## config.mk

```make
export PLATFORM = sky130hd
export DESIGN_NAME = hit_framer
export DESIGN_NICKNAME = d
export VERILOG_FILES = /design/src/rtl/pkt_pkg.sv /design/src/rtl/pkt_crc16.sv /design/src/rtl/hit_budget.sv /design/src/rtl/hit_framer.sv
export SDC_FILE = /design/constraint.sdc
export NUM_CORES = 1
export LEC_CHECK = 0
export BUFFER_PORTS_ARGS = -buffer_cell sky130_fd_sc_hd__clkbuf_2
export CAP_MARGIN = 20
export CORE_MARGIN = 3
export CORE_UTILIZATION = 35
export DETAILED_ROUTE_END_ITERATION = 6
export PLACE_DENSITY = 0.5
export SYNTH_ARGS = -nofsm -noshare
export SYNTH_HDL_FRONTEND = slang
export SYNTH_SLANG_ARGS = --single-unit
export TNS_END_PERCENT = 5
```

## constraint.sdc

```tcl
create_clock -name clk -period 6.45 [get_ports clk]
set_input_delay 0.3225 -clock clk [delete_from_list [all_inputs] [get_ports clk]]
set_output_delay 0.3225 -clock clk [all_outputs]
set_load 0.01 [all_outputs]
```

## src/rtl/pkt_pkg.sv

```systemverilog
package pkt_pkg;

    typedef enum logic [3:0] {
        ST_IDLE, ST_ALIGN, ST_TIME, ST_FRAME, ST_COUNT,
        ST_HIT, ST_EOP, ST_CRC_HI, ST_CRC_LO
    } pkt_state_e;

    localparam logic [7:0]  SYM_ALIGN = 8'hBC;
    localparam logic [7:0]  SYM_EOP   = 8'h1C;
    localparam logic [15:0] CRC_POLY  = 16'h1021;
    localparam logic [15:0] CRC_SEED  = 16'hFFFF;

    function automatic logic [15:0] crc_byte(input logic [15:0] c_in, input logic [7:0] d);
        logic [15:0] c;
        c = c_in ^ {d, 8'h00};
        for (int i = 0; i < 8; i++) begin
            c = c[15] ? ((c << 1) ^ CRC_POLY) : (c << 1);
        end
        return c;
    endfunction

endpackage

```

## src/rtl/pkt_crc16.sv

```systemverilog
module pkt_crc16
    import pkt_pkg::*;
(
    input  logic        clk,
    input  logic        rst_n,
    input  logic        clear,
    input  logic        en,
    input  logic [7:0]  din,
    output logic [15:0] crc
);

    always_ff @(posedge clk) begin
        if (!rst_n || clear) begin
            crc <= CRC_SEED;
        end else if (en) begin
            crc <= crc_byte(crc, din);
        end
    end

endmodule

```

## src/rtl/hit_budget.sv

```systemverilog
module hit_budget #(
    parameter int LVL_W    = 7,
    parameter int MAX_HITS = 32,
    parameter int CNT_W    = 6
) (
    input  logic             clk,
    input  logic             rst_n,
    input  logic             load,
    input  logic [LVL_W-1:0] level,
    input  logic             pop,
    output logic [CNT_W-1:0] count,
    output logic [CNT_W-1:0] remaining
);

    logic [CNT_W-1:0] capped;

    always_comb begin
        if (int'(level) > MAX_HITS) capped = CNT_W'(MAX_HITS);
        else                        capped = CNT_W'(level);
    end

    always_ff @(posedge clk) begin
        if (!rst_n) begin
            count     <= '0;
            remaining <= '0;
        end else if (load) begin
            count     <= capped;
            remaining <= capped;
        end else if (pop) begin
            remaining <= remaining - 1'b1;
        end
    end


    budget_pop_chk: assert property (@(posedge clk) disable iff (!rst_n)
        pop |-> (remaining != '0));


    budget_cap_chk: assert property (@(posedge clk) disable iff (!rst_n)
        load |=> (int'(count) <= MAX_HITS));

endmodule

```

## src/rtl/hit_framer.sv

```systemverilog
module hit_framer
    import pkt_pkg::*;
#(
    parameter int          LVL_W    = 7,
    parameter int          MAX_HITS = 32,
    parameter logic [7:0]  IDLE_SYM = 8'hB5
) (
    input  logic             clk,
    input  logic             rst_n,
    input  logic             frame_strobe,
    input  logic [7:0]       coarse_time,
    input  logic [LVL_W-1:0] fifo_level,
    input  logic [23:0]      fifo_head,
    output logic             fifo_pop,
    output logic [7:0]       sym_data,
    output logic             sym_is_k
);

    localparam int CNT_W = $clog2(MAX_HITS + 1);

    pkt_state_e       state, state_nx;
    logic [1:0]       byte_idx;
    logic             held;
    logic [7:0]       ct_next, ct_cur, frame_no;
    logic [CNT_W-1:0] hit_count, hits_left;
    logic [15:0]      crc_val;
    logic             start, crc_en;

    assign start = (state == ST_IDLE && frame_strobe) ||
                   (state == ST_CRC_LO && (held || frame_strobe));
    assign crc_en = (state == ST_TIME) || (state == ST_FRAME) ||
                    (state == ST_COUNT) || (state == ST_HIT);

    hit_budget #(.LVL_W(LVL_W), .MAX_HITS(MAX_HITS), .CNT_W(CNT_W)) u_budget (
        .clk(clk), .rst_n(rst_n), .load(start), .level(fifo_level),
        .pop(fifo_pop), .count(hit_count), .remaining(hits_left)
    );

    pkt_crc16 u_crc (
        .clk(clk), .rst_n(rst_n), .clear(start), .en(crc_en),
        .din(sym_data), .crc(crc_val)
    );

    // state register
    always_ff @(posedge clk) begin
        if (!rst_n) state <= ST_IDLE;
        else        state <= state_nx;
    end

    // next state
    always_comb begin
        state_nx = state;
        unique case (state)
            ST_IDLE:   if (frame_strobe) state_nx = ST_ALIGN;
            ST_ALIGN:  state_nx = ST_TIME;
            ST_TIME:   state_nx = ST_FRAME;
            ST_FRAME:  state_nx = ST_COUNT;
            ST_COUNT:  state_nx = (hit_count == '0) ? ST_EOP : ST_HIT;
            ST_HIT:    if (byte_idx == 2'd2 && hits_left == CNT_W'(1)) state_nx = ST_EOP;
            ST_EOP:    state_nx = ST_CRC_HI;
            ST_CRC_HI: state_nx = ST_CRC_LO;
            ST_CRC_LO: state_nx = (held || frame_strobe) ? ST_ALIGN : ST_IDLE;
            default:   state_nx = ST_IDLE;
        endcase
    end

    // datapath registers
    always_ff @(posedge clk) begin
        if (!rst_n) begin
            byte_idx <= '0;
            held     <= 1'b0;
            ct_next  <= '0;
            ct_cur   <= '0;
            frame_no <= '0;
        end else begin
            if (frame_strobe) ct_next <= coarse_time;
            if (start) begin
                held   <= 1'b0;
                ct_cur <= frame_strobe ? coarse_time : ct_next;
            end else if (frame_strobe && state != ST_IDLE) begin
                held <= 1'b1;
            end
            if (state == ST_COUNT)     byte_idx <= '0;
            else if (state == ST_HIT)  byte_idx <= (byte_idx == 2'd2) ? 2'd0 : byte_idx + 2'd1;
            if (state == ST_CRC_LO)    frame_no <= frame_no + 8'd1;
        end
    end

    // outputs
    always_comb begin
        sym_data = IDLE_SYM;
        sym_is_k = 1'b0;
        fifo_pop = 1'b0;
        unique case (state)
            ST_IDLE:   sym_data = IDLE_SYM;
            ST_ALIGN:  begin sym_data = SYM_ALIGN; sym_is_k = 1'b1; end
            ST_TIME:   sym_data = ct_cur;
            ST_FRAME:  sym_data = frame_no;
            ST_COUNT:  sym_data = 8'(hit_count);
            ST_HIT: begin
                case (byte_idx)
                    2'd0:    sym_data = fifo_head[23:16];
                    2'd1:    sym_data = fifo_head[15:8];
                    default: begin sym_data = fifo_head[7:0]; fifo_pop = 1'b1; end
                endcase
            end
            ST_EOP:    begin sym_data = SYM_EOP; sym_is_k = 1'b1; end
            ST_CRC_HI: sym_data = crc_val[15:8];
            ST_CRC_LO: sym_data = crc_val[7:0];
            default:   sym_data = IDLE_SYM;
        endcase
    end


    strobe_start_chk: assert property (@(posedge clk) disable iff (!rst_n)
        (state == ST_IDLE && frame_strobe) |=> (sym_is_k && sym_data == SYM_ALIGN));


    held_start_chk: assert property (@(posedge clk) disable iff (!rst_n)
        (state == ST_CRC_LO && held) |=> (state == ST_ALIGN));


    kchar_only_chk: assert property (@(posedge clk) disable iff (!rst_n)
        sym_is_k |-> (sym_data == SYM_ALIGN || sym_data == SYM_EOP));


    pop_level_chk: assert property (@(posedge clk) disable iff (!rst_n)
        fifo_pop |-> (fifo_level != '0));


    crc_hold_chk: assert property (@(posedge clk) disable iff (!rst_n)
        (state == ST_EOP) |=> $stable(crc_val));

endmodule

```

### Yosys cells after proc, flatten, opt, wreduce, memory -nomap -nowiden

Index checks and enable logic that the tools add are counted.

| storage, ports and cells | value |
|---|---|
| register bits | 59 |
| bits in latches | 0 |
| memory bits (writable) | 0 |
| bits in read-only memories | 0 |
| bits of input ports | 42 |
| word-level logic and storage cells | 80 |
| memories kept | 0 |

| operators by class | value |
|---|---|
| add/sub/neg operators | 3 |
| multiply operators | 0 |
| div/mod/pow operators | 0 |
| magnitude comparators | 1 |
| eq/ne operators | 13 |
| shift-type cells | 0 |
| multiplexer cells | 23 |
| bitwise operators | 10 |
| reductions and logical operators | 21 |

Operators by type and width:

| cell | number |
|---|---|
| $mux W13 | 8 |
| $pmux W8 S8 | 1 |
| $pmux W4 S9 | 1 |
| $not A3 Y3 | 8 |
| $mux W6 | 3 |
| $eq A4 B3 Y1 const B | 4 |
| $pmux W8 S2 | 1 |
| $xor A16 B16 Y16 | 1 |
| $add A8 B1 Y8 const B | 1 |
| $eq A4 B2 Y1 const B | 2 |
| $mux W4 | 2 |
| $mux W8 | 1 |
| $reduce_or A2 Y1 | 4 |
| $gt A7 B6 Y1 const B | 1 |
| $eq A6 B1 Y1 const B | 1 |
| $logic_not A6 Y1 | 1 |
| $logic_or A1 B1 Y1 | 6 |
| $sub A6 B1 Y6 const B | 1 |
| $eq A4 B1 Y1 const B | 1 |
| $eq A4 B4 Y1 const B | 1 |
| $logic_and A1 B1 Y1 | 4 |
| $logic_not A4 Y1 | 1 |
| $mux W1 | 4 |
| $mux W2 | 2 |
| 11 further kinds | 11 |

### Longest topological paths before layout

Gate-level depths: netlist of run 1.

| depth | value |
|---|---|
| word-level depth | 20 |
| depth in mapped cells | 9 |
| depth with buffers taken out | 7 |

### Cells and area by module

From an unflattened synthesis of run 1, not the netlist that was laid out.

| unflattened totals | value |
|---|---|
| cell total of the unflattened synthesis | 381 |
| area, all modules | 3447.1 um2 |

By module, submodules not included:

| module | times used | cells an instance | area an instance (um2) | seq. area each (um2) |
|---|---|---|---|---|
| hit_framer | 1 | 237 | 1953.1 | 620.6 |
| pkt_crc16 | 1 | 80 | 929.6 | 320.3 |
| hit_budget | 1 | 64 | 564.3 | 240.2 |

### Least setup slack after synthesis of run 1

Ideal clock, no wire load.

| timing path | value |
|---|---|
| kind | register to register |
| start point | register state[1] |
| end point | register u_crc.crc[14] |
| setup time | 63 ps |
| arrival time | 2204 ps |
| setup slack | 4183 ps |
| stages on the path, launching flop included | 9 |
| path buffers | 1 |
| clock period less this slack | 2267 ps |
| cell sequence | dfxtp_1 buf_6 or3b_1 a31o_1 a221o_1 xor2_2 xnor2_1 or3_1 nand3_1 |

| on the way | value |
|---|---|
| word-level cells in the longest chain between the ends | 7 |
| elaborated cells on any way between the ends | 22 |
| those cells by class | 8 x eq/ne; 4 x mux; 2 x bitwise; 8 x reduce/logical |

Ends and longest elaborated chain:

| element | RTL line | RTL |
|---|---|---|
| start, declared | hit_framer.sv:21 | `pkt_state_e state, state_nx;` |
| start signal, assigned | hit_framer.sv:47 | `else state <= state_nx;` |
| $eq A4 B4 Y1, or another cell as far along | hit_framer.sv:94 | `unique case (state)` |
| $pmux W8 S8 (*) | hit_framer.sv:94 |  |
| via sym_data[2] | hit_framer.sv:15 | `output logic [7:0] sym_data,` |
| $xor A16 B16 Y16 (*) | pkt_pkg.sv:15 | `c = c_in ^ {d, 8'h00};` |
| $mux W13 (*) | pkt_pkg.sv:17 | `c = c[15] ? ((c << 1) ^ CRC_POLY) : (c << 1);` |
| $not A3 Y3 (no line) | -- |  |
| $mux W13 (*) (2 in a row) | pkt_pkg.sv:17 |  |
| end signal, assigned | pkt_crc16.sv:16 | `crc <= crc_byte(crc, din);` |
| end, declared | pkt_crc16.sv:9 | `output logic [15:0] crc` |

The timed path passes the listed nets; every way through them passes the cells marked *.
A chain may end at the register's enable or synchronous reset.

### Worst setup path in the final report of run 1

| timing path | value |
|---|---|
| start point | register state[2] |
| end point | output port sym_data[5] |

| on the way | value |
|---|---|
| word-level cells in the longest chain between the ends | 2 |
| elaborated cells on any way between the ends | 9 |
| those cells by class | 8 x eq/ne; 1 x mux |

Ends and longest elaborated chain:

| element | RTL line |
|---|---|
| $eq A4 B4 Y1, or another cell as far along | hit_framer.sv:94 |
| $pmux W8 S8 (*) | hit_framer.sv:94 |
| end, declared | hit_framer.sv:15 |

Mark *: on every way between the ends. The rest lies on a longest branch, timed or not.

==> impl_metrics.sql, run 1 <==
INSERT INTO impl_metrics (metric_group, metric, value, unit) VALUES
('status', 'outcome', 'complete, no violations', ''),
('routing', 'ant_nets', '0', ''),
('timing', 'worst_clock_skew', '12.5', 'ps'),
('min_path', 'worstHoldPathType', 'primary input to register', ''),
('worst_setup_path', 'cpPeakStageDelay', '580', 'ps'),
('logic_synthesis', 'area_fraction_in_and_or_nand_and_nor_cells_after_synthesis', '21.3', '%'),
('logic_synthesis', 'synth_sequential_area_ratio', '33.7', '%'),
('timing', 'post-route-min-period', '2910', 'ps'),
('floorplan', 'boundaryPins', '52', ''),
('worst_setup_path', 'critical_path.most_common_cell', 'buf_4', ''),
('routing', 'detail_route.drc_violations', '0', ''),
('clocking', 'htreeDepth', '3', ''),
('cells_and_area', 'layout-drive-gt1-share', '20.6', '%'),
('timing', 'number_of_slew_limit_violations_in_the_final_report', '0', ''),
('floorplan', 'die_y', '106', 'um'),
('clocking', 'clock-root-buffer', 'clkbuf_8', ''),
('routing', 'detail_route.iter0.violations', '182', ''),
('clocking', 'largest_buffer_count_on_any_clock_path', '2', ''),
('global_routing', 'grt_use_total', '17.1', '%'),
('worst_setup_path', 'critPathCaptureType', 'output port', ''),
('job', 'timing.max_cap.violations', '0', ''),
('logic_synthesis', 'muxShareOfSynthArea', '5.90', '%'),
('place', 'placed_cells', '543', ''),
('timing', 'setup_slack', '3540', 'ps'),
('timing', 'fin_setup_tns', '0', 'ps'),
('power_and_ir_drop', 'cellLeakagePower', '1.66', 'nW'),
('floorplan', 'site_row_count', '35', ''),
('clocking', 'cts.repair_timing.setup_buffer_count', '0', ''),
('global_routing', 'grt_antenna_before_repair', '0', ''),
('logic_synthesis', 'netlist_area', '0.00350', 'sq mm'),
('worst_setup_path', 'timing.critical_path.from_type', 'register', ''),
('logic_synthesis', 'instance_count_of_the_mapped_netlist', '386', ''),
('place', 'detailedPlacementHpwl', '6900', 'um'),
('global_routing', 'via_count_of_the_first_global_routing_pass', '2777', ''),
('timing', 'finalHoldViolCount', '0', ''),
('timing', 'final-setup-viol-count', '0', ''),
('worst_setup_path', 'path_cells', 'buf_4 > nor4bb_1 > buf_4 > o21ai_0 > o32a_1 > and3_1 > inv_1 > clkbuf_2', ''),
('cells_and_area', 'layoutNonFillerInstCount', '560', ''),
('routing', 'vias', '2917', ''),
('routing', 'drt-pass1-iter-count', '4', ''),
('clocking', 'tritoncts.num_buffers', '9', ''),
('timing', 'grt_setup_unrepaired', 'no', ''),
('floorplan', 'dieArea', '0.0112', 'sq mm'),
('logic_synthesis', 'post_synth_num_cell_types', '71', ''),
('routing', 'wl_per_cell', '16.5', 'um'),
('worst_setup_path', 'worstPathRequired', '6130', 'ps'),
('global_routing', 'grt_overflow', '0', ''),
('timing', 'timing.hold.ws', '241', 'ps'),
('logic_synthesis', 'synth_xor_xnor_area_share', '10.7', '%'),
('floorplan', 'core-area', '0.00946', 'sq mm'),
('power_and_ir_drop', 'worst_ir_drop_vdd', '0.109', 'mV'),
('global_routing', 'global_route_wire_length_before_repair', '15000', 'um'),
('clocking', 'postCtsHoldBufs', '0', ''),
('power_and_ir_drop', 'cellPowerDensity', '259', 'mW/mm^2'),
('clocking', 'cts.sink_count', '59', ''),
('timing', 'timing.slew.headroom', '45.9', '%'),
('routing', 'routed_via_density', '5.21', ''),
('logic_synthesis', 'ys.flop_type', 'dfxtp_1', ''),
('worst_setup_path', 'critical_path.slowest_cell', 'dfxtp_1', ''),
('worst_setup_path', 'critPathTopFamily', 'buffers and inverters', ''),
('clocking', 'cts_tree', 'built', ''),
('cells_and_area', 'layout_area_overhead', '15.5', '%'),
('logic_synthesis', 'ys.warnings.count', '0', ''),
('clocking', 'cts-resized-gates', '0', ''),
('logic_synthesis', 'synth.net_count', '431', ''),
('timing', 'fmaxAchievable', '343', 'MHz'),
('routing', 'drt-total-wl', '9240', 'um'),
('logic_synthesis', 'count_of_flip_flops_with_a_built_in_enable_after_synthesis', '0', ''),
('logic_synthesis', 'synth_async_sr_flop_share', '0', '%'),
('floorplan', 'fp.dieW', '106', 'um'),
('logic_synthesis', 'synth_top_family_by_area', 'compound AO/OA/AOI/OAI gates', '');
[cells in the mapped netlist, types with 3 or more instances]
master	instances	area share (%)
clkbuf_1	13	1.4
nand2b_1	6	1.1
mux2i_1	15	4.3
o211a_1	4	1.1
a211oi_1	4	0.86
inv_1	11	1.2
buf_2	9	1.3
a22o_1	6	1.5
nand3_1	8	1.1
a32oi_1	3	0.75
and2_1	9	1.6
mux2_2	4	1.3
nor2b_1	14	2.5
a221o_1	3	0.86
o21ai_0	19	2.7
nand3b_1	5	1.1
xnor2_1	14	3.5
or3_1	6	1.1
nor3_1	8	1.1
dfxtp_1	59	34
xnor3_1	3	1.9
nand4_1	4	0.71
xor2_1	8	2.0
o22a_1	8	2.0
a21boi_0	6	1.3
nor2_1	17	1.8
a21oi_1	12	1.7
nand2_1	33	3.5
buf_6	3	0.96
ha_1	3	1.1
nor4b_1	3	0.75
o211ai_1	13	2.8
[final timing paths]
check	start	slack, ps	cells past startpoint	to
hold / removal	fifo_level[4]	240	2	u_budget.count[4]
setup / recovery	state[2]	3540	8	sym_data[5]
setup reg to reg	state[2]	3580	9	u_crc.crc[8]
hold reg to reg	ct_cur[2]	480	1	ct_cur[2]
[cell type report]
class	instances	area [sq um]
fill	985	5420
multi-input combinational	289	2140
sequential	59	1180
timing repair buffer	56	293
tap	129	161
clock buffer	12	155
clock inverter	4	72.6
inverter	11	41.3
[cell families (layout without fill, tap and decap cells)]
kind of cell | Yosys count | count (layout)
mux | 20 | 20
xor+xnor | 31 | 31
simple gates | 132 | 132
fa+ha+maj | 3 | 3
buf+inv | 38 | 83
flops | 59 | 59
compound gates | 103 | 103
[layout by cell type (no fill, tap or decap), drive strengths merged, types with 3 or more instances in the layout]
master,Yosys,layout
o211a,4,4
nand3b,5,5
nor4b,4,4
o22a,8,8
a221o,3,3
nor2,18,18
mux2i,15,15
a21oi,12,12
mux2,5,5
nor3,9,9
ha,3,3
nor4,3,3
a211oi,4,4
xnor3,3,3
a32oi,4,4
a22o,6,6
and2,10,10
or3,6,6
xor2,10,10
o211ai,13,13
nand2b,6,6
nand3,9,9
clkbuf,13,63
nand2,33,33
buf,14,5
o21ai,21,21
inv,11,11
a21boi,6,6
xnor2,16,16
nor2b,14,14
nand4,4,4
dfxtp,59,59
[where the power goes]
| part | leakage (nW) | total, mW | switching [mW] | internal [mW] |
|---|---|---|---|---|
| clock network | 0.113 | 0.386 | 0.148 | 0.238 |
| logic | 1.07 | 0.236 | 0.121 | 0.114 |
| registers | 0.483 | 0.426 | 0.0326 | 0.393 |
[routing by layer]
layer,track usage (%),wire length [um],vias up
met5,0,0,-
met4,4.63,124,0
met3,4.74,575,10
met2,26.1,4030,70
met1,23.7,4510,1354
li1,-,-,1483
[worst register-to-register path, stage by stage (launching register included)]
cell     delay [ps]
dfxtp_1         580
buf_4           350
nor4b_2         150
buf_4           230
or4_1           530
nand3_2         140
xor2_1          240
xor3_1          300
xor2_1          150
o21ai_1          70
[registers in the layout (all words and copies together), names as in the netlist]
name                count
state                   4
u_budget.remaining      6
u_crc.crc              16
ct_next                 8
u_budget.count          6
ct_cur                  8
frame_no                8
byte_idx                2
held                    1
No activity file was read; power rests on OpenSTA's default activity.
==> inputs of run 2 (changes only) <==
--- a/config.mk
+++ b/config.mk
@@ -5,6 +5,7 @@
 export SDC_FILE = /design/constraint.sdc
 export NUM_CORES = 1
 export LEC_CHECK = 0
+export ABC_AREA = 1
 export BUFFER_PORTS_ARGS = -buffer_cell sky130_fd_sc_hd__clkbuf_2
 export CAP_MARGIN = 20
 export CORE_MARGIN = 3
==> constraint.sdc (replaced) <==
create_clock -name clk -period 2.8 [get_ports clk]
set_input_delay 0.14 -clock clk [delete_from_list [all_inputs] [get_ports clk]]
set_output_delay 0.14 -clock clk [all_outputs]
set_load 0.01 [all_outputs]
==> impl_metrics.sql, run 2 <==
INSERT INTO impl_metrics (metric_group, metric, value, unit) VALUES
('routing', 'drt-pass1-iter-count', '5', ''),
('timing', 'min_period_over_period', '77.7', '%'),
('logic_synthesis', 'synth_largest_type_area_fraction', '34.3', '%'),
('cells_and_area', 'n_antenna_cell', '0', ''),
('logic_synthesis', 'netlist_area', '0.00345', 'sq mm'),
('timing', 'post-route-min-period', '2180', 'ps'),
('timing', 'finalHoldViolCount', '0', ''),
('routing', 'drt-total-wl', '10200', 'um'),
('routing', 'wl_per_cell', '13.7', 'um'),
('timing', 'final-setup-viol-count', '0', ''),
('timing', 'timing.hold.ws', '64.4', 'ps'),
('logic_synthesis', 'yosys.cell_count.top_type', 'nand2_1', ''),
('floorplan', 'initial_utilization', '36.6', '%'),
('logic_synthesis', 'synth_sequential_area_ratio', '34.3', '%'),
('logic_synthesis', 'ys.warnings.count', '0', ''),
('floorplan', 'core-area', '0.00942', 'sq mm'),
('place', 'detailedPlacementHpwl', '7880', 'um'),
('cells_and_area', 'largest-register', 'u_crc.crc', ''),
('clocking', 'cts-resized-gates', '0', ''),
('timing', 'worst-slew-pin-transition', '498', 'ps'),
('worst_setup_path', 'worstPathRequired', '3100', 'ps'),
('logic_synthesis', 'synth_top_area_cell', 'dfxtp_1', ''),
('cells_and_area', 'finish.utilization', '43.2', '%'),
('clocking', 'tritoncts.num_buffers', '9', ''),
('cells_and_area', 'layoutNonFillerInstCount', '743', ''),
('min_path', 'worstHoldPathType', 'primary input to register', ''),
('cells_and_area', 'layout_area_overhead', '18.0', '%'),
('logic_synthesis', 'synth_top_family_by_area', 'simple AND/OR/NAND/NOR gates', ''),
('cells_and_area', 'layout-drive-gt1-share', '15.0', '%'),
('routing', 'vias', '3663', ''),
('clocking', 'postCtsHoldBufs', '0', ''),
('timing', 'setup_slack', '624', 'ps'),
('routing', 'wl_met1', '5030', 'um'),
('cells_and_area', 'layout.cells.most_common_list', '147 x nand2_1, 81 x nand3_1, 69 x nor2_1', ''),
('global_routing', 'grt_use_total', '19.2', '%'),
('clocking', 'clock-root-buffer', 'clkbuf_8', ''),
('place', 'placement.cell_area', '0.00384', 'sq mm'),
('routing', 'maxUsedRoutingLayer', 'met4', ''),
('cells_and_area', 'finalNetCount', '654', ''),
('cells_and_area', 'fillers', '1014', ''),
('routing', 'detail_route.iter0.violations', '171', ''),
('floorplan', 'site_row_count', '35', ''),
('timing', 'timing.slew.headroom', '66.8', '%'),
('cells_and_area', 'largest_register_ff_count', '16', ''),
('floorplan', 'boundaryPins', '52', ''),
('logic_synthesis', 'post_synth_num_cell_types', '32', ''),
('logic_synthesis', 'syn_area_cell', '6.22', 'sq um'),
('worst_setup_path', 'worstSetupPathType', 'register to register', ''),
('global_routing', 'global_route_wire_length_before_repair', '17100', 'um'),
('place', 'placement.io_buffers', '51', ''),
('place', 'rd_place_congestion', '0.905', ''),
('clocking', 'cts_tree', 'built', ''),
('timing', 'fmaxAchievable', '460', 'MHz'),
('clocking', 'htreeDepth', '3', ''),
('global_routing', 'via_count_of_the_first_global_routing_pass', '3471', ''),
('logic_synthesis', 'instance_count_of_the_mapped_netlist', '554', ''),
('floorplan', 'fp.dieW', '105', 'um'),
('power_and_ir_drop', 'cellPowerDensity', '805', 'mW/mm^2'),
('routing', 'ant_nets', '0', ''),
('worst_setup_path', 'reg2reg_depth', '14', ''),
('cells_and_area', 'multiInputGateArea', '0.00195', 'sq mm'),
('floorplan', 'die_y', '105', 'um'),
('logic_synthesis', 'ys_top_cells_by_count', '147 x nand2_1, 81 x nand3_1, 69 x nor2_1', ''),
('worst_setup_path', 'crit_arrival', '2470', 'ps'),
('logic_synthesis', 'yosys_register_bits', '59', ''),
('clocking', 'largest_buffer_count_on_any_clock_path', '2', ''),
('min_path', 'worstHoldPathCells', '3', ''),
('power_and_ir_drop', 'cellLeakagePower', '2.01', 'nW'),
('cells_and_area', 'finalInstanceArea', '0.00407', 'sq mm'),
('clocking', 'cts.sink_count', '59', ''),
('routing', 'met2_length', '4430', 'um'),
('logic_synthesis', 'synthTopCellsByArea', 'dfxtp_1 34%, nand2_1 16%, nand3_1 12%', ''),
('status', 'outcome', 'complete, no violations', ''),
('logic_synthesis', 'synth_xor_xnor_area_share', '1.27', '%'),
('worst_setup_path', 'critPathMaxFanout', '11', ''),
('routing', 'detail_route.drc_violations', '0', ''),
('logic_synthesis', 'ys.flop_type', 'dfxtp_1', ''),
('global_routing', 'grt_max_degree', '23', ''),
('place', 'placed_cells', '727', ''),
('job', 'timing.max_cap.violations', '0', ''),
('timing', 'grt_setup_unrepaired', 'no', ''),
('logic_synthesis', 'post_synth_fa_ha_maj_area_fraction', '1.09', '%'),
('logic_synthesis', 'synth_compound_area_share', '13.0', '%'),
('floorplan', 'dieArea', '0.0111', 'sq mm'),
('clocking', 'cts_clock_pin_slew_for_the_worst_setup_and_hold_paths', '80', 'ps'),
('worst_setup_path', 'timing.critical_path.from_type', 'register', ''),
('routing', 'route.met3.wl', '640', 'um'),
('clocking', 'clock_insertion_delay_worst_skew', '350', 'ps'),
('global_routing', 'grt_antenna_before_repair', '0', ''),
('clocking', 'cts.repair_timing.setup_buffer_count', '0', ''),
('worst_setup_path', 'critPathCaptureType', 'register', ''),
('logic_synthesis', 'count_of_flip_flops_with_a_built_in_enable_after_synthesis', '0', ''),
('logic_synthesis', 'muxShareOfSynthArea', '0', '%'),
('timing', 'fin_setup_tns', '0', 'ps'),
('global_routing', 'grt_overflow', '0', ''),
('logic_synthesis', 'synth.net_count', '599', ''),
('cells_and_area', 'layout_commonest_cell', 'nand2_1', ''),
('place', 'placement.setup.worst_slack', '636', 'ps'),
('routing', 'routed_via_density', '4.93', ''),
('power_and_ir_drop', 'worst_ir_drop_vdd', '0.432', 'mV'),
('logic_synthesis', 'area_fraction_in_and_or_nand_and_nor_cells_after_synthesis', '41.3', '%'),
('logic_synthesis', 'synth_async_sr_flop_share', '0', '%'),
('power_and_ir_drop', 'power', '3.27', 'mW'),
('timing', 'worst_clock_skew', '10.3', 'ps'),
('cells_and_area', 'sequential_cell_area', '0.00118', 'sq mm'),
('timing', 'number_of_slew_limit_violations_in_the_final_report', '0', '');
## run 2: changes by cell type after synthesis, sizes merged, moves of 13 or more
cell	delta
mux2i	-15
nand3	+73
a21oi	+17
o211ai	-13
nand2	+121
o21ai	+16
nor2	+56
inv	+48
nor2b	-14
xnor2	-15
## run 2: final timing paths
path / startpoint / end / slack (ps)
max: byte_idx[1] / u_crc.crc[13] / 620
min: coarse_time[5] / ct_next[5] / 60
max reg2reg: byte_idx[1] / u_crc.crc[13] / 620
min reg2reg: frame_no[7] / frame_no[7] / 470
## run 2: critical path, stage by stage (launching register included)
cell and delay (ps):
dfxtp_1 530, clkinv_1 320, nand3_1 140, nand3_1 110, nand2_1 80, inv_1 60
nor2_1 120, nand3_1 130, nand2_1 140, nand2_2 110, nand2_1 110, nand2_1 80
nand2_1 60, nand3_1 60, nand2_1 70
## run 2: cells by family (layout without fill, tap and decap cells)
group           count (synthesis)  after routing
compound gates                 84             84
xor+xnor                        5              5
fa+ha+maj                       3              3
buf+inv                        76            136
flops                          59             59
simple gates                  327            327
## run 2: layout make-up
type | count | area share (%)
Sequential cell | 59 | 29.1
Tap cell | 129 | 3.97
Clock inverter | 7 | 2.46
Clock buffer | 9 | 3.05
Inverter | 61 | 5.63
Timing Repair Buffer | 59 | 7.76
Multi-Input combinational cell | 419 | 48.1
## run 2: metal layers
metal	vias to the layer above	track usage, %
met5	-	0
met3	7	4.16
met1	1628	26.9
li1	1932	-
met4	0	5.62
met2	96	29.6
## run 2: power by group
part | internal [mW] | switching [mW]
Combinational | 0.439 | 0.848
Clock | 0.509 | 0.393
Sequential | 0.966 | 0.118
==> inputs of run 3 (changes only) <==
--- a/config.mk
+++ b/config.mk
@@ -5,13 +5,13 @@
 export SDC_FILE = /design/constraint.sdc
 export NUM_CORES = 1
 export LEC_CHECK = 0
-export ABC_AREA = 1
+export ABC_AREA = 0
 export BUFFER_PORTS_ARGS = -buffer_cell sky130_fd_sc_hd__clkbuf_2
 export CAP_MARGIN = 20
 export CORE_MARGIN = 3
 export CORE_UTILIZATION = 35
 export DETAILED_ROUTE_END_ITERATION = 6
-export PLACE_DENSITY = 0.5
+export PLACE_DENSITY = 0.52
 export SYNTH_ARGS = -nofsm -noshare
 export SYNTH_HDL_FRONTEND = slang
 export SYNTH_SLANG_ARGS = --single-unit
==> constraint.sdc (replaced) <==
create_clock -name clk -period 1.9 [get_ports clk]
set_input_delay 0.095 -clock clk [delete_from_list [all_inputs] [get_ports clk]]
set_output_delay 0.095 -clock clk [all_outputs]
set_load 0.01 [all_outputs]
==> impl_metrics.sql, run 3 (synthesis gave the netlist of run 1 again) <==
INSERT INTO impl_metrics (metric_group, metric, value, unit) VALUES
('power_and_ir_drop', 'cellPowerDensity', '790', 'mW/mm^2'),
('worst_setup_path', 'critical_path.most_common_cell', 'buf_4', ''),
('global_routing', 'grt_antenna_before_repair', '0', ''),
('worst_setup_path', 'critPathMaxFanout', '8', ''),
('floorplan', 'core-area', '0.00946', 'sq mm'),
('clocking', 'cts.sink_count', '59', ''),
('routing', 'drt-pass1-iter-count', '4', ''),
('routing', 'ant_nets', '0', ''),
('power_and_ir_drop', 'sequential_power_share', '37.0', '%'),
('power_and_ir_drop', 'worst_ir_drop_vdd', '0.453', 'mV'),
('place', 'placement.io_buffers', '51', ''),
('timing', 'fin_setup_tns', '-4630', 'ps'),
('cells_and_area', 'layout-drive-gt1-share', '37.7', '%'),
('floorplan', 'initial_utilization', '37.0', '%'),
('timing', 'fmaxAchievable', '445', 'MHz'),
('clocking', 'htreeDepth', '3', ''),
('clocking', 'cts_clock_pin_slew_for_the_worst_setup_and_hold_paths', '70', 'ps'),
('clocking', 'clock_insertion_delay_worst_skew', '340', 'ps'),
('global_routing', 'grt_use_total', '18.7', '%'),
('routing', 'vias', '3218', ''),
('routing', 'routed_via_density', '5.04', ''),
('cells_and_area', 'layout.cells.most_common_list', '72 x buf_4, 55 x dfxtp_1, 50 x clkbuf_2', ''),
('place', 'rd_place_congestion', '0.866', ''),
('floorplan', 'dieArea', '0.0112', 'sq mm'),
('cells_and_area', 'largest_register_ff_count', '16', ''),
('min_path', 'worstHoldPathType', 'primary input to register', ''),
('worst_setup_path', 'r2r_slack', '-340', 'ps'),
('worst_setup_path', 'timing.critical_path.from_type', 'register', ''),
('global_routing', 'grt_max_degree', '32', ''),
('clocking', 'tritoncts.num_buffers', '9', ''),
('worst_setup_path', 'worstSetupPathType', 'register to register', ''),
('timing', 'worst_clock_skew', '7.97', 'ps'),
('worst_setup_path', 'timing.critical_path.buf_inv', '2', ''),
('worst_setup_path', 'r2r_start', 'state[3]', ''),
('cells_and_area', 'fillers', '952', ''),
('routing', 'detail_route.drc_violations', '0', ''),
('status', 'outcome', 'finished with violations', ''),
('cells_and_area', 'n_antenna_cell', '0', ''),
('power_and_ir_drop', 'cellLeakagePower', '2.11', 'nW'),
('cells_and_area', 'layout_area_overhead', '37.9', '%'),
('cells_and_area', 'finalNetCount', '549', ''),
('clocking', 'clock-root-buffer', 'clkbuf_8', ''),
('power_and_ir_drop', 'switching_power', '1.14', 'mW'),
('min_path', 'worst_hold_path.endpoint', 'u_budget.count[1]', ''),
('floorplan', 'die_y', '106', 'um'),
('status', 'violated_checks', 'setup timing', ''),
('worst_setup_path', 'cpPeakStageDelay', '350', 'ps'),
('worst_setup_path', 'reg2reg_depth', '9', ''),
('timing', 'setup_slack', '-345', 'ps'),
('timing', 'number_of_slew_limit_violations_in_the_final_report', '0', ''),
('worst_setup_path', 'path_cells', 'buf_4 > buf_4 > nor2b_1 > a22o_1 > a221o_1 > mux2_2 > xnor3_1 > or3_1 > nand3_1', ''),
('clocking', 'cts_tree', 'built', ''),
('routing', 'wl_per_cell', '15.5', 'um'),
('power_and_ir_drop', 'power.clock.fraction', '33.2', '%'),
('job', 'timing.max_cap.violations', '0', ''),
('cells_and_area', 'layout_commonest_cell', 'buf_4', ''),
('timing', 'worst-slew-pin-transition', '605', 'ps'),
('cells_and_area', 'finish.utilization', '51.0', '%'),
('floorplan', 'boundaryPins', '52', ''),
('power_and_ir_drop', 'netSwitchingFraction', '29.9', '%'),
('worst_setup_path', 'worstPathRequired', '2180', 'ps'),
('min_path', 'worstHoldPathCells', '2', ''),
('global_routing', 'grt_overflow', '0', ''),
('power_and_ir_drop', 'pwr-share-comb', '29.7', '%'),
('worst_setup_path', 'critPathTopFamily', 'simple AND/OR/NAND/NOR gates', ''),
('timing', 'finalHoldViolCount', '0', ''),
('place', 'detailedPlacementHpwl', '7740', 'um'),
('worst_setup_path', 'timing.rr.end', 'u_crc.crc[13]', ''),
('power_and_ir_drop', 'internal_power', '2.67', 'mW'),
('floorplan', 'site_row_count', '35', ''),
('min_path', 'worstHoldStart', 'fifo_level[1]', ''),
('global_routing', 'via_count_of_the_first_global_routing_pass', '3334', ''),
('floorplan', 'fp.dieW', '106', 'um'),
('timing', 'timing.slew.headroom', '59.7', '%'),
('timing', 'grt_setup_unrepaired', 'yes', ''),
('worst_setup_path', 'crit_arrival', '2530', 'ps'),
('clocking', 'largest_buffer_count_on_any_clock_path', '2', ''),
('cells_and_area', 'largest-register', 'u_crc.crc', ''),
('timing', 'final-setup-viol-count', '23', ''),
('place', 'placement.setup.worst_slack', '-395', 'ps'),
('routing', 'drt-total-wl', '9860', 'um'),
('routing', 'detail_route.iter0.violations', '89', ''),
('global_routing', 'global_route_wire_length_before_repair', '16600', 'um'),
('worst_setup_path', 'critPathCaptureType', 'register', ''),
('timing', 'post-route-min-period', '2240', 'ps'),
('worst_setup_path', 'critical_path.slowest_cell', 'dfxtp_2', ''),
('timing', 'min_period_over_period', '118', '%');
run 3: changes by cell type in the layout (fill, tap and decap cells not counted), moves of 13 or more:
cell	delta
nand3_1	-73
nand2_1	-116
inv_1	-45
a21oi_1	-18
o211ai_1	+13
mux2i_1	+14
nor2b_1	+14
buf_4	+64
o21ai_0	-18
nor2_1	-53
run 3: power by group through the flow:
| stage | Clock, mW | Sequential (mW) | Combinational (mW) |
|---|---|---|---|
| after global routing | 1.35 | 1.43 | 1.25 |
| after global placement | 0 | 1.44 | 1.05 |
| after detailed placement | 0 | 1.44 | 1.07 |
| final | 1.27 | 1.41 | 1.14 |
| after floorplan | 0 | 1.42 | 0.660 |
| after CTS | 1.30 | 1.41 | 1.12 |
run 3: worst max-delay path by stage:
stage             start       endpoint  slack (ps)  depth (start not counted)
2_1_floorplan  state[2]  u_crc.crc[14]        -270                          8
3_3_place_gp   state[2]   u_crc.crc[7]        -390                          8
3_5_place_dp   state[2]   u_crc.crc[7]        -400                          8
4_1_cts        state[3]  u_crc.crc[13]        -340                          9
5_1_grt        state[3]   u_crc.crc[6]        -440                          9
6_report       state[3]  u_crc.crc[13]        -340                          9
run 3: worst reg2reg max path, delay by kind of cell (launching register included):
kind | cells | cell delay, ps
multiplexers | 1 | 310
AND/OR/NAND/NOR | 3 | 550
buffers and inverters | 2 | 290
flip-flops | 1 | 350
XOR/XNOR | 1 | 210
AO/OA/AOI/OAI | 2 | 480
run 3: routing by layer:
metal | track usage [%] | part of all wire [%] | wire (um) | vias to the layer above
li1 | - | - | - | 1642
met1 | 24.5 | 46 | 4570 | 1495
met2 | 30.3 | 47 | 4590 | 68
met3 | 5.04 | 5.3 | 525 | 13
met4 | 5.09 | 1.7 | 168 | 0
met5 | 0 | 0 | 0 | -
run 3: metrics by stage:
stage	hold slack (ps)	power (mW)	std cells	area, sq um
finish	19.5	3.82	638	4830
global route	16.1	4.02	638	4830
CTS	3.66	3.84	638	4760
detailed placement	349	2.50	618	4400
global placement	346	2.49	618	4400
floorplan	221	2.08	386	3520
run 3: repair_timing:
item,4_1_cts,5_1_grt
setup buffers,3,0
hold buffers,1,0
gates resized for setup,26,19
pin swaps,13,3
hold endpoints to repair,1,0
setup endpoints to repair,33,37
run 3: final cells by class:
cell class	count	area, sq um	area share, %
flip-flops and latches	59	1190	24.6
clock inverters	7	91.3	1.89
clock buffers	9	124	2.57
repair buffers	134	941	19.5
multi-input cells	289	2280	47.2
inverters	11	41.3	0.855
well taps	129	161	3.34
